File: config.mk
export PLATFORM = sky130hd
export DESIGN_NAME = tmatch_alarm
export DESIGN_NICKNAME = d
export VERILOG_FILES = /design/src/rtl/tma_pkg.sv /design/src/rtl/tma_field_cmp.sv /design/src/rtl/tma_alarm_set.sv /design/src/rtl/tma_irq_route.sv /design/src/rtl/tmatch_alarm.sv
export SDC_FILE = /design/constraint.sdc
export NUM_CORES = 1
export LEC_CHECK = 0
export CAP_MARGIN = 25
export CORE_ASPECT_RATIO = 1.25
export CORE_MARGIN = 8
export CORE_UTILIZATION = 58
export CTS_BUF_LIST = sky130_fd_sc_hd__clkbuf_16
export DETAILED_ROUTE_END_ITERATION = 8
export GPL_ROUTABILITY_DRIVEN = 0
export PLACE_DENSITY = 0.85
export RECOVER_POWER = 100
export SLEW_MARGIN = 20
export SYNTH_ARGS = -nofsm -noshare
export SYNTH_HDL_FRONTEND = slang
export SYNTH_SLANG_ARGS = --single-unit
File: constraint.sdc
create_clock -name clk -period 3.65 [get_ports clk]
set_input_delay 0.5475 -clock clk [delete_from_list [all_inputs] [get_ports clk]]
set_output_delay 0.5475 -clock clk [all_outputs]
set_load 0.02 [all_outputs]
File: src/rtl/tma_pkg.sv
package tma_pkg;
  localparam int DW       = 8;
  localparam int AW       = 5;
  localparam int NFLD     = 4;
  localparam int NALM     = 2;
  localparam int FW       = $clog2(NFLD);
  localparam int AIW      = (NALM > 1) ? $clog2(NALM) : 1;
  localparam int MASK_BIT = DW - 1;
  localparam int CTRL_W   = NALM + 1;

  localparam logic [AW-1:0] ALM_BASE  = AW'(7);
  localparam logic [AW-1:0] CTRL_ADDR = AW'(15);
  localparam logic [AW-1:0] STAT_ADDR = AW'(16);

  typedef logic [DW-1:0]           byte_t;
  typedef byte_t [NFLD-1:0]        fields_t;

  typedef struct packed {
    logic            route;
    logic [NALM-1:0] en;
  } ctrl_t;
endpackage

File: src/rtl/tma_field_cmp.sv
module tma_field_cmp
  import tma_pkg::*;
(
  input  byte_t alm,
  input  byte_t now,
  output logic  hit
);
  always_comb hit = alm[MASK_BIT] | (alm[MASK_BIT-1:0] == now[MASK_BIT-1:0]);
endmodule

File: src/rtl/tma_alarm_set.sv
module tma_alarm_set
  import tma_pkg::*;
#(
  parameter logic [tma_pkg::AW-1:0] BASE = tma_pkg::ALM_BASE
) (
  input  logic          clk,
  input  logic          rst_n,
  input  logic          tick,
  input  fields_t       now,
  input  logic          wr_en,
  input  logic [AW-1:0] wr_addr,
  input  byte_t         wr_data,
  input  logic          rd_en,
  input  logic [AW-1:0] rd_addr,
  input  logic          stat_clr,
  output fields_t       regs,
  output logic          flag
);
  logic [AW-1:0]   woff, roff;
  logic            wr_hit, rd_hit, all_hit;
  logic [NFLD-1:0] fld_hit;

  always_comb begin
    woff   = wr_addr - BASE;
    roff   = rd_addr - BASE;
    wr_hit = wr_en && (wr_addr >= BASE) && (woff < AW'(NFLD));
    rd_hit = rd_en && (rd_addr >= BASE) && (roff < AW'(NFLD));
  end

  for (genvar f = 0; f < NFLD; f++) begin : g_fld
    tma_field_cmp u_cmp (
      .alm (regs[f]),
      .now (now[f]),
      .hit (fld_hit[f])
    );
  end

  assign all_hit = &fld_hit;

  always_ff @(posedge clk or negedge rst_n) begin
    if (!rst_n) begin
      regs <= '0;
    end else if (wr_hit) begin
      regs[woff[FW-1:0]] <= wr_data;
    end
  end

  always_ff @(posedge clk or negedge rst_n) begin
    if (!rst_n) begin
      flag <= 1'b0;
    end else if (tick && all_hit) begin
      flag <= 1'b1;
    end else if (rd_hit || stat_clr) begin
      flag <= 1'b0;
    end
  end
endmodule

File: src/rtl/tma_irq_route.sv
module tma_irq_route
  import tma_pkg::*;
(
  input  logic [NALM-1:0] flags,
  input  ctrl_t           ctrl,
  output logic            irq0_n,
  output logic            irq1_n
);
  logic [NALM-1:0] live;

  always_comb begin
    live   = flags & ctrl.en;
    irq0_n = ~(live[0] | (live[1] & ~ctrl.route));
    irq1_n = ~(live[1] & ctrl.route);
  end
endmodule

File: src/rtl/tmatch_alarm.sv
module tmatch_alarm
  import tma_pkg::*;
(
  input  logic                  clk,
  input  logic                  rst_n,
  input  logic                  sec_tick,
  input  logic [tma_pkg::DW-1:0] now_sec,
  input  logic [tma_pkg::DW-1:0] now_min,
  input  logic [tma_pkg::DW-1:0] now_hour,
  input  logic [tma_pkg::DW-1:0] now_wday,
  input  logic                  wr_en,
  input  logic [tma_pkg::AW-1:0] wr_addr,
  input  logic [tma_pkg::DW-1:0] wr_data,
  input  logic                  rd_en,
  input  logic [tma_pkg::AW-1:0] rd_addr,
  output logic [tma_pkg::DW-1:0] rd_data,
  output logic                  irq0_n,
  output logic                  irq1_n
);
  fields_t                now;
  fields_t [NALM-1:0]     alm_regs;
  logic    [NALM-1:0]     flags;
  logic    [NALM-1:0]     stat_clr;
  ctrl_t                  ctrl;
  logic                   stat_wr;
  logic    [AW-1:0]       roff;
  byte_t                  rd_next;

  assign now     = {now_wday, now_hour, now_min, now_sec};
  assign stat_wr = wr_en && (wr_addr == STAT_ADDR);

  for (genvar k = 0; k < NALM; k++) begin : g_alm
    assign stat_clr[k] = stat_wr && !wr_data[k];

    tma_alarm_set #(
      .BASE (ALM_BASE + AW'(k * NFLD))
    ) u_set (
      .clk      (clk),
      .rst_n    (rst_n),
      .tick     (sec_tick),
      .now      (now),
      .wr_en    (wr_en),
      .wr_addr  (wr_addr),
      .wr_data  (wr_data),
      .rd_en    (rd_en),
      .rd_addr  (rd_addr),
      .stat_clr (stat_clr[k]),
      .regs     (alm_regs[k]),
      .flag     (flags[k])
    );
  end

  always_ff @(posedge clk or negedge rst_n) begin
    if (!rst_n) begin
      ctrl <= '0;
    end else if (wr_en && (wr_addr == CTRL_ADDR)) begin
      ctrl <= wr_data[CTRL_W-1:0];
    end
  end

  always_comb begin
    roff    = rd_addr - ALM_BASE;
    rd_next = '0;
    if ((rd_addr >= ALM_BASE) && (roff < AW'(NALM * NFLD))) begin
      rd_next = alm_regs[roff[FW+AIW-1:FW]][roff[FW-1:0]];
    end else if (rd_addr == CTRL_ADDR) begin
      rd_next = DW'(ctrl);
    end else if (rd_addr == STAT_ADDR) begin
      rd_next = DW'(flags);
    end
  end

  always_ff @(posedge clk or negedge rst_n) begin
    if (!rst_n) begin
      rd_data <= '0;
    end else if (rd_en) begin
      rd_data <= rd_next;
    end
  end

  tma_irq_route u_route (
    .flags  (flags),
    .ctrl   (ctrl),
    .irq0_n (irq0_n),
    .irq1_n (irq1_n)
  );
endmodule

==> results of run 1 <==
-- critical path: cells and delay by family --
| kind | cells | cell delay, ps |
|---|---|---|
| buffers and inverters | 2 | 1200 |
| xor gates and xnor gates | 1 | 620 |
| and+or+nand+nor | 3 | 500 |
| adders and majority gates | 1 | 430 |
| AOI/OAI and AO/OA | 1 | 150 |
-- where the power goes --
group          total (mW)  switching [mW]  internal [mW]
clock network       0.878           0.353          0.526
registers            1.15           0.142           1.01
logic               0.588           0.280          0.308
-- final timing paths --
kind / to / slack, ps / cells after the start
worst min register to register: rd_data[7]$_DFFE_PN0P_ / 530 / 2
worst max-delay path: rd_data[3]$_DFFE_PN0P_ / 430 / 8
worst min-delay path: g_alm[1].u_set.regs[22]$_DFFE_PN0P_ / 220 / 1
min in group clk: rd_data[7]$_DFFE_PN0P_ / 530 / 2
max in group asynchronous: rd_data[0]$_DFFE_PN0P_ / 920 / 3
worst max register to register: g_alm[0].u_set.flag$_DFFE_PN0P_ / 1970 / 5
-- kinds of logic (layout without fill, tap and decap cells) --
| kind of cell | after synthesis | count (layout) |
|---|---|---|
| buffers and inverters | 23 | 90 |
| multiplexers | 70 | 70 |
| flip-flops | 77 | 77 |
| AO/OA/AOI/OAI | 24 | 24 |
| XOR/XNOR | 59 | 59 |
| adder cells (fa/ha/maj) | 2 | 2 |
| AND/OR/NAND/NOR | 152 | 152 |
-- through the flow --
step	instance area, µm²	cells
finish	5270	566
global route	5270	566
CTS	5320	565
detailed placement	5020	549
global placement	5020	549
floorplan	4370	407
-- cell usage in the layout (no fill, tap or decap), types with 3 or more instances in the layout --
master,count
dlygate4sd3_1,13
nand2_1,62
nor2_1,11
mux2_2,67
nor2b_1,3
o21ai_0,3
inv_1,9
nand4_1,17
o22ai_1,11
dfrtp_1,77
clkdlybuf4s50_1,46
nand3_1,36
xor2_1,24
nor4_1,9
o221ai_1,3
clkbuf_1,3
xnor2_1,33
clkbuf_16,9
-- flip-flops by register name, indices dropped and copies added, names as in the netlist --
name	count
g_alm.u_set.regs	64
rd_data	8
ctrl	3
g_alm.u_set.flag	2
-- cell type report --
cell class,instances,area (µm²)
Timing Repair Buffer,65,619
Fill cell,510,2090
Tap cell,92,115
Inverter,9,33.8
Sequential cell,77,1930
Clock buffer,9,225
Clock inverter,7,65.1
Multi-Input combinational cell,307,2280
-- layer usage --
layer	share of wire [%]	routed length, µm	up-vias	track usage (%)
met3	7.0	833	40	4.70
met1	38	4560	1732	27.3
met4	4.7	566	0	13.3
met2	50	5980	175	38.9
met5	0	0	-	0
li1	-	-	1561	-
-- cell usage after synthesis (all sizes together) --
cell type   n
nor2b       3
mux2i       1
or2         1
xnor2      34
a21oi       2
nor3b       2
o221ai      3
and3        1
nor4        9
o21a        2
nand3      36
buf        11
clkbuf      3
dfrtp      77
mux2       67
nor3        2
and4bb      1
and2        2
a22oi       2
nor4bb      1
o21ai       3
o22ai      11
nor2       11
nand2b      1
inv         9
nand4      17
nand2      62
o21bai      1
and3b       1
xor2       25
ha          2
nand4b      2
mux4        2
==> results.cfg, run 1 <==
[status]
run_status = finished, violations left
violations_in_the_final_reports = capacitance limit, slew limit

[setup_path]
crit_required_ps = 3890
classification_of_the_worst_setup_path = in -> reg
startpoint = rd_addr[0]
crit_path_cell_trace = dlygate4sd3_1 -> ha_1 -> xnor2_2 -> clkbuf_2 -> nand2_1 -> nand3_1 -> nand4_1 -> o22ai_1
timing.critical_path.slowest_stage_cell = dlygate4sd3_1
worstPathArrival_ps = 3460
critical_path.max_stage_delay_ps = 670
crit_end_element = register
worst_r2r_startpoint = g_alm[0].u_set.regs[2]$_DFFE_PN0P_
timing.critical_path.fanout_max = 20
type_of_origin_of_the_critical_path = primary input

[sta]
final-hold-violation-count = 0
min_period_over_period_pct = 88.2
timing.hold.ws_ps = 215
finalWorstPathRequiredPeriod_ps = 3220
finClkSkew_ps = 5.49
max_clock_freq_mhz = 311
final_max_slew_viols = 30
grt_setup_unrepaired = no
final.setup.tns_ps = 0
setup_viol = 0
timing.final.ws_setup_ps = 432
slew-limit-headroom_pct = -18.7
tightestPinTransition_ps = 1780

[placement]
pre_cts_ws_ps = 448
dp_hpwl_um = 8610
io_buffer_count = 60

[grt]
first_global_vias = 3726
grt_first_pass_wirelength_um = 19200
overflow = 0
track_usage_pct = 23.4
grt_start_max_net_pins = 42
antenna_found_initial = 0

[synthesis]
ys_ff_latch = 77
summed_instance_area_of_the_synthesized_netlist_um2 = 4370
synth.lib_cells_used.distinct = 44
synth-adder-area-share_pct = 0.573
synth_xor_area_share_pct = 12.4
synth-seq-area-share_pct = 44.1
post_synth.cell_area_avg_um2 = 10.7
post_synth_and_or_nand_nor_area_fraction_pct = 17.8
proportion_of_synthesized_area_in_mux_cells_pct = 18.7
synth_top_area_share_pct = 44.1
synthesized_area_fraction_occupied_by_ao_oa_aoi_and_oai_cells_pct = 3.70
synth_largest_area_cell = dfrtp_1
synth.net_count = 464
synthCells = 407
netlist_top_cells_area = dfrtp_1, mux2_2, xnor2_1
dominant_combinational_cell_family_by_area_after_synthesis = multiplexers
synth_warnings = 0

[clocking]
cts-buffers-inserted = 9
root_buffer = clkbuf_16
htree_levels = 3
clockBufferDepth = 2
tritoncts_num_sinks = 77
cts.repair_timing.setup_buffer_count = 0
cts_repair_resize_count = 0
cts.clk_slew.worst_paths_ps = 60
clock_latency_on_the_worst_skew_pair_ps = 340
post_cts_hold_buffer_count = 0
tritoncts = built

[power_and_ir_drop]
p_per_area_nw_per_um2 = 497
p_leak_nw = 2.23
max_vdd_drop_mv = 0.296
totalPowerFinal_mw = 2.62

[floorplan]
core_um2 = 7360
die_area_um2 = 10600
floorplan.die.width_um = 93.6
initial_core_util_pct = 59.4
floorplan.rows = 35
die_h_um = 113
floorplan.io_pins = 65

[drt]
final_routed_wirelength_um = 11900
first_iter_violations = 283
routedWlPerCell_um = 21.1
drt_drc_violations_left = 0
detailed_route_vias_per_instance = 6.20
drt-pass1-iter-count = 4
num_vias = 3508
post_detailed_route_count_of_antenna_violating_nets = 0

[worst_hold_path]
worst_hold_path_type = in -> async

[cells_and_area]
area_growth_syn_to_layout_pct = 20.6
final_net_count = 526
drive_above_1_share_pct = 18.4
n_antenna_cell = 0
layout.core_utilization_pct = 71.6

[flow_run]
cap_violations = 1
Power figures use the tool's default switching activity.
==> run 2, diff against run 1 <==
Settings changed: CORE_UTILIZATION 58 to 49, PLACE_DENSITY 0.85 to 0.76, TNS_END_PERCENT set to 30.
Clock period 3.65 ns to 2.8 ns, I/O delays scaled along.
==> results.cfg, run 2 (synthesized netlist as in run 1, its figures left out) <==
[grt]
grt_first_pass_wirelength_um = 19100
grt_start_max_net_pins = 78
grt.met2_usage_pct = 34.8
globalRouteMet3Util_pct = 4.45
antenna_found_initial = 0
most_crowded_layer_after_global_routing = met2
overflow = 0
track_usage_pct = 20.3
gr_util_met1_pct = 23.2
first_global_vias = 3574

[power_and_ir_drop]
internal_power_mw = 2.31
switching_share_pct = 29.5
p_per_area_nw_per_um2 = 613
p_leak_nw = 2.26
power.share.combinational_pct = 23.5
p_clk_share_pct = 30.4
seq_power_share_pct = 46.0
max_vdd_drop_mv = 0.435
switching_power_of_the_nets_mw = 0.964

[cells_and_area]
drive_above_1_share_pct = 18.9
regMostFlops = g_alm.u_set.regs
layout.core_utilization_pct = 61.7
largest_register_ff_count = 64
area_growth_syn_to_layout_pct = 22.2
fillerInstances = 727
layout.cells.most_common = dfrtp_1
n_antenna_cell = 0
top_flop_regs = g_alm.u_set.regs: 64 flops, rd_data: 8 flops, ctrl: 3 flops
final-instance-count-excl-fill = 596
final_net_count = 529
postLayoutCellArea_um2 = 5340
layout_common_cells = dfrtp_1, mux2_2, nand2_1

[drt]
final_routed_wirelength_um = 12000
num_vias = 3442
first_iter_violations = 258
drt_drc_violations_left = 0
routedWlPerCell_um = 20.1
post_detailed_route_count_of_antenna_violating_nets = 0
detailed_route_vias_per_instance = 5.78
drt-pass1-iter-count = 5

[setup_path]
timing.critical_path.slowest_stage_cell = clkdlybuf4s50_1
worstPathArrival_ps = 2560
worst-path-buf-inv = 3
critical_path.max_stage_delay_ps = 550
type_of_origin_of_the_critical_path = primary input
crit_path_cell_trace = clkdlybuf4s50_1 -> ha_1 -> clkbuf_1 -> xor2_4 -> buf_12 -> nand2_1 -> nand3_1 -> nand4_1 -> o22ai_1
crit_end_element = register
timing.critical_path.fanout_max = 28
crit_required_ps = 3040
path_delay_family = buffers and inverters
classification_of_the_worst_setup_path = in -> reg

[floorplan]
die_h_um = 122
floorplan.io_pins = 65
initial_core_util_pct = 50.5
core_um2 = 8650
floorplan.die.width_um = 100
floorplan.rows = 38
die_area_um2 = 12200

[clocking]
cts.repair_timing.setup_buffer_count = 0
cts-buffers-inserted = 9
tritoncts_num_sinks = 77
clockBufferDepth = 2
clock_latency_on_the_worst_skew_pair_ps = 330
htree_levels = 3
tritoncts = built
root_buffer = clkbuf_16
cts_repair_resize_count = 0
post_cts_hold_buffer_count = 0
cts.clk_slew.worst_paths_ps = 50

[status]
violations_in_the_final_reports = capacitance limit, slew limit
run_status = finished, violations left

[placement]
placed_instance_area_um2 = 5100
dp_hpwl_um = 8750
io_buffer_count = 60
post-place-cells = 580

[sta]
timing.hold.ws_ps = 524
final.setup.tns_ps = 0
final-hold-violation-count = 0
min_period_over_period_pct = 82.7
slew-limit-headroom_pct = -17.2
finalWorstPathRequiredPeriod_ps = 2320
final_max_slew_viols = 30
grt_setup_unrepaired = no
tightestPinTransition_ps = 1760
setup_viol = 0
max_clock_freq_mhz = 432
finClkSkew_ps = 7.50

[worst_hold_path]
worst_hold_path_type = reg -> reg

[flow_run]
cap_violations = 1
run 2: layout make-up:
type | instances | area [µm²] | share of cell area, %
Multi-Input combinational cell | 307 | 2290 | 43.0
Sequential cell | 77 | 1930 | 36.1
Timing Repair Buffer | 68 | 683 | 12.8
Clock buffer | 9 | 225 | 4.22
Tap cell | 120 | 150 | 2.81
Inverter | 9 | 33.8 | 0.633
Clock inverter | 6 | 25.0 | 0.469
run 2: worst paths after layout:
check | start | endpoint | slack, ps | cells after the start
min | rd_data[5]$_DFFE_PN0P_ | rd_data[5]$_DFFE_PN0P_ | 520 | 2
max in group asynchronous | rst_n | g_alm[1].u_set.regs[27]$_DFFE_PN0P_ | 1230 | 1
min reg2reg | rd_data[5]$_DFFE_PN0P_ | rd_data[5]$_DFFE_PN0P_ | 520 | 2
max reg2reg | g_alm[1].u_set.regs[2]$_DFFE_PN0P_ | g_alm[1].u_set.flag$_DFFE_PN0P_ | 1280 | 5
max | rd_addr[1] | rd_data[1]$_DFFE_PN0P_ | 480 | 9
min in group asynchronous | rst_n | g_alm[1].u_set.regs[21]$_DFFE_PN0P_ | 550 | 1
run 2: layer usage:
metal	share of wire, %	up-vias
met5	0	-
met4	3.8	0
met3	6.7	27
met2	52	144
met1	38	1700
li1	-	1571
run 2: worst min-delay path, delay by kind of cell, from the launching register on:
kind            cells  cell delay [ps]
buf+inv             1               50
flops               1              370
compound gates      1               60
run 2: per-stage QoR:
stage	setup slack, ps	total power [mW]
after floorplan	991	1.98
after global placement	290	2.25
after detailed placement	271	2.28
after CTS	597	3.29
after global routing	256	3.42
final	485	3.27
run 2: power groups by stage:
stage               sequential [mW]  combinational [mW]  clock (mW)
global route                   1.53               0.835        1.05
finish                         1.51               0.770       0.996
floorplan                      1.48               0.500           0
CTS                            1.50               0.773        1.01
global placement               1.51               0.744           0
detailed placement             1.52               0.764           0
==> run 3, diff against run 2 <==
Settings changed: CORE_UTILIZATION 49 to 55, PLACE_DENSITY 0.76 to 0.81.
Clock period 2.8 ns to 2.22 ns, I/O delays scaled along.
==> results.cfg, run 3 (synthesized netlist as in run 1, its figures left out) <==
[cells_and_area]
n_antenna_cell = 0
layout.cells.most_common = dfrtp_1
largest_register_ff_count = 64
fillerInstances = 559
area_growth_syn_to_layout_pct = 25.8
drive_above_1_share_pct = 22.0
regMostFlops = g_alm.u_set.regs
top_flop_regs = g_alm.u_set.regs: 64 flops, rd_data: 8 flops, ctrl: 3 flops
final-instance-count-excl-fill = 587
postLayoutCellArea_um2 = 5500
layout_common_cells = dfrtp_1, mux2_2, nand2_1
final_net_count = 545

[status]
run_status = finished, final reports clean

[setup_path]
worst-path-buf-inv = 1
path_delay_family = multiplexers
crit_required_ps = 2440
timing.critical_path.fanout_max = 4
classification_of_the_worst_setup_path = in -> reg
worstPathArrival_ps = 2250
crit_end_element = register
timing.critical_path.slowest_stage_cell = mux4_1
crit_path_cell_trace = clkdlybuf4s50_1 -> ha_1 -> xnor2_2 -> mux4_1 -> mux2i_1 -> o21bai_1
critical_path.max_stage_delay_ps = 630
type_of_origin_of_the_critical_path = primary input

[clocking]
cts-buffers-inserted = 9
root_buffer = clkbuf_16
clock_latency_on_the_worst_skew_pair_ps = 340
clockBufferDepth = 2
tritoncts_num_sinks = 77
tritoncts = built
cts_repair_resize_count = 0
cts.clk_slew.worst_paths_ps = 60
htree_levels = 3

[floorplan]
floorplan.io_pins = 65
die_area_um2 = 11100
floorplan.rows = 36
core_um2 = 7750
initial_core_util_pct = 56.4
floorplan.die.width_um = 95.7
die_h_um = 116

[power_and_ir_drop]
p_per_area_nw_per_um2 = 822
max_vdd_drop_mv = 0.762
totalPowerFinal_mw = 4.52
p_leak_nw = 2.36

[grt]
overflow = 0
first_global_vias = 3607
antenna_found_initial = 0
track_usage_pct = 22.3
grt_first_pass_wirelength_um = 18500
grt_start_max_net_pins = 41

[placement]
post-place-cells = 571
dp_hpwl_um = 8730
io_buffer_count = 60
placed_instance_area_um2 = 5210

[sta]
tightestPinTransition_ps = 947
max_clock_freq_mhz = 492
finClkSkew_ps = 6.32
finalWorstPathRequiredPeriod_ps = 2030
grt_setup_unrepaired = no
final_max_slew_viols = 0
slew-limit-headroom_pct = 36.9
final-hold-violation-count = 0
setup_viol = 0
min_period_over_period_pct = 91.5

[drt]
num_vias = 3439
final_routed_wirelength_um = 11600
drt-pass1-iter-count = 5
drt_drc_violations_left = 0
detailed_route_vias_per_instance = 5.86
post_detailed_route_count_of_antenna_violating_nets = 0
first_iter_violations = 368
routedWlPerCell_um = 19.8

[worst_hold_path]
worst_hold_path_type = reg -> reg

[flow_run]
cap_violations = 0
[run 3: changes by cell type in the layout (fill, tap and decap cells not counted), sizes merged]
| cell | delta |
|---|---|
| buf | +13 |
| bufinv | +3 |
| clkbuf | +2 |
| dlygate4sd3 | +1 |
| inv | -3 |
[run 3: path summary, 6_finish.rpt]
kind	startpoint	end	slack (ps)	cells after the start
min	rd_data[3]$_DFFE_PN0P_	rd_data[3]$_DFFE_PN0P_	530	2
min in group asynchronous	rst_n	g_alm[1].u_set.regs[25]$_DFFE_PN0P_	690	2
min reg2reg	rd_data[3]$_DFFE_PN0P_	rd_data[3]$_DFFE_PN0P_	530	2
max	rd_addr[0]	rd_data[2]$_DFFE_PN0P_	190	6
max in group asynchronous	rst_n	rd_data[4]$_DFFE_PN0P_	390	3
max reg2reg	g_alm[1].u_set.regs[2]$_DFFE_PN0P_	g_alm[1].u_set.flag$_DFFE_PN0P_	710	5
[run 3: routing by layer]
metal | GRT usage (%) | vias up | share of wire, %
met5 | 0 | - | 0
met4 | 12.7 | 0 | 4.1
met3 | 4.60 | 28 | 5.9
met2 | 36.6 | 119 | 50
met1 | 26.3 | 1690 | 40
li1 | - | 1602 | -
[run 3: cell type report]
class	count	area [µm²]	area share, %
multi-input combinational	307	2290	41.7
sequential	77	1930	35.1
timing repair buffer	84	797	14.5
clock buffer	9	225	4.10
tap	95	119	2.16
clock inverter	6	103	1.87
inverter	9	33.8	0.615
[run 3: what timing repair did]
action,4_1_cts,5_1_grt
setup buffers,0,0
hold buffers,1,0
endpoints found under the hold margin,39,0
[run 3: report_power, final]
part	total [mW]	switching (mW)	internal, mW
sequential	1.90	0.241	1.66
clock	1.63	0.553	1.08
combinational	0.983	0.445	0.539
[run 3: metrics by stage]
stage	utilization [%]	hold WS [ps]	TNS (ps)	worst slack, ps
2_1_floorplan	-	37.4	0	498
3_3_place_gp	67.3	334	-85.4	-85.4
3_5_place_dp	67.3	338	-353	-160
4_1_cts	71.6	533	0	185
5_1_grt	70.9	539	0	106
6_report	70.9	526	0	188
[run 3: worst min-delay path, stage by stage (launching register included)]
cell and delay, ps:
dfrtp_1 370, inv_1 50, o22ai_1 60
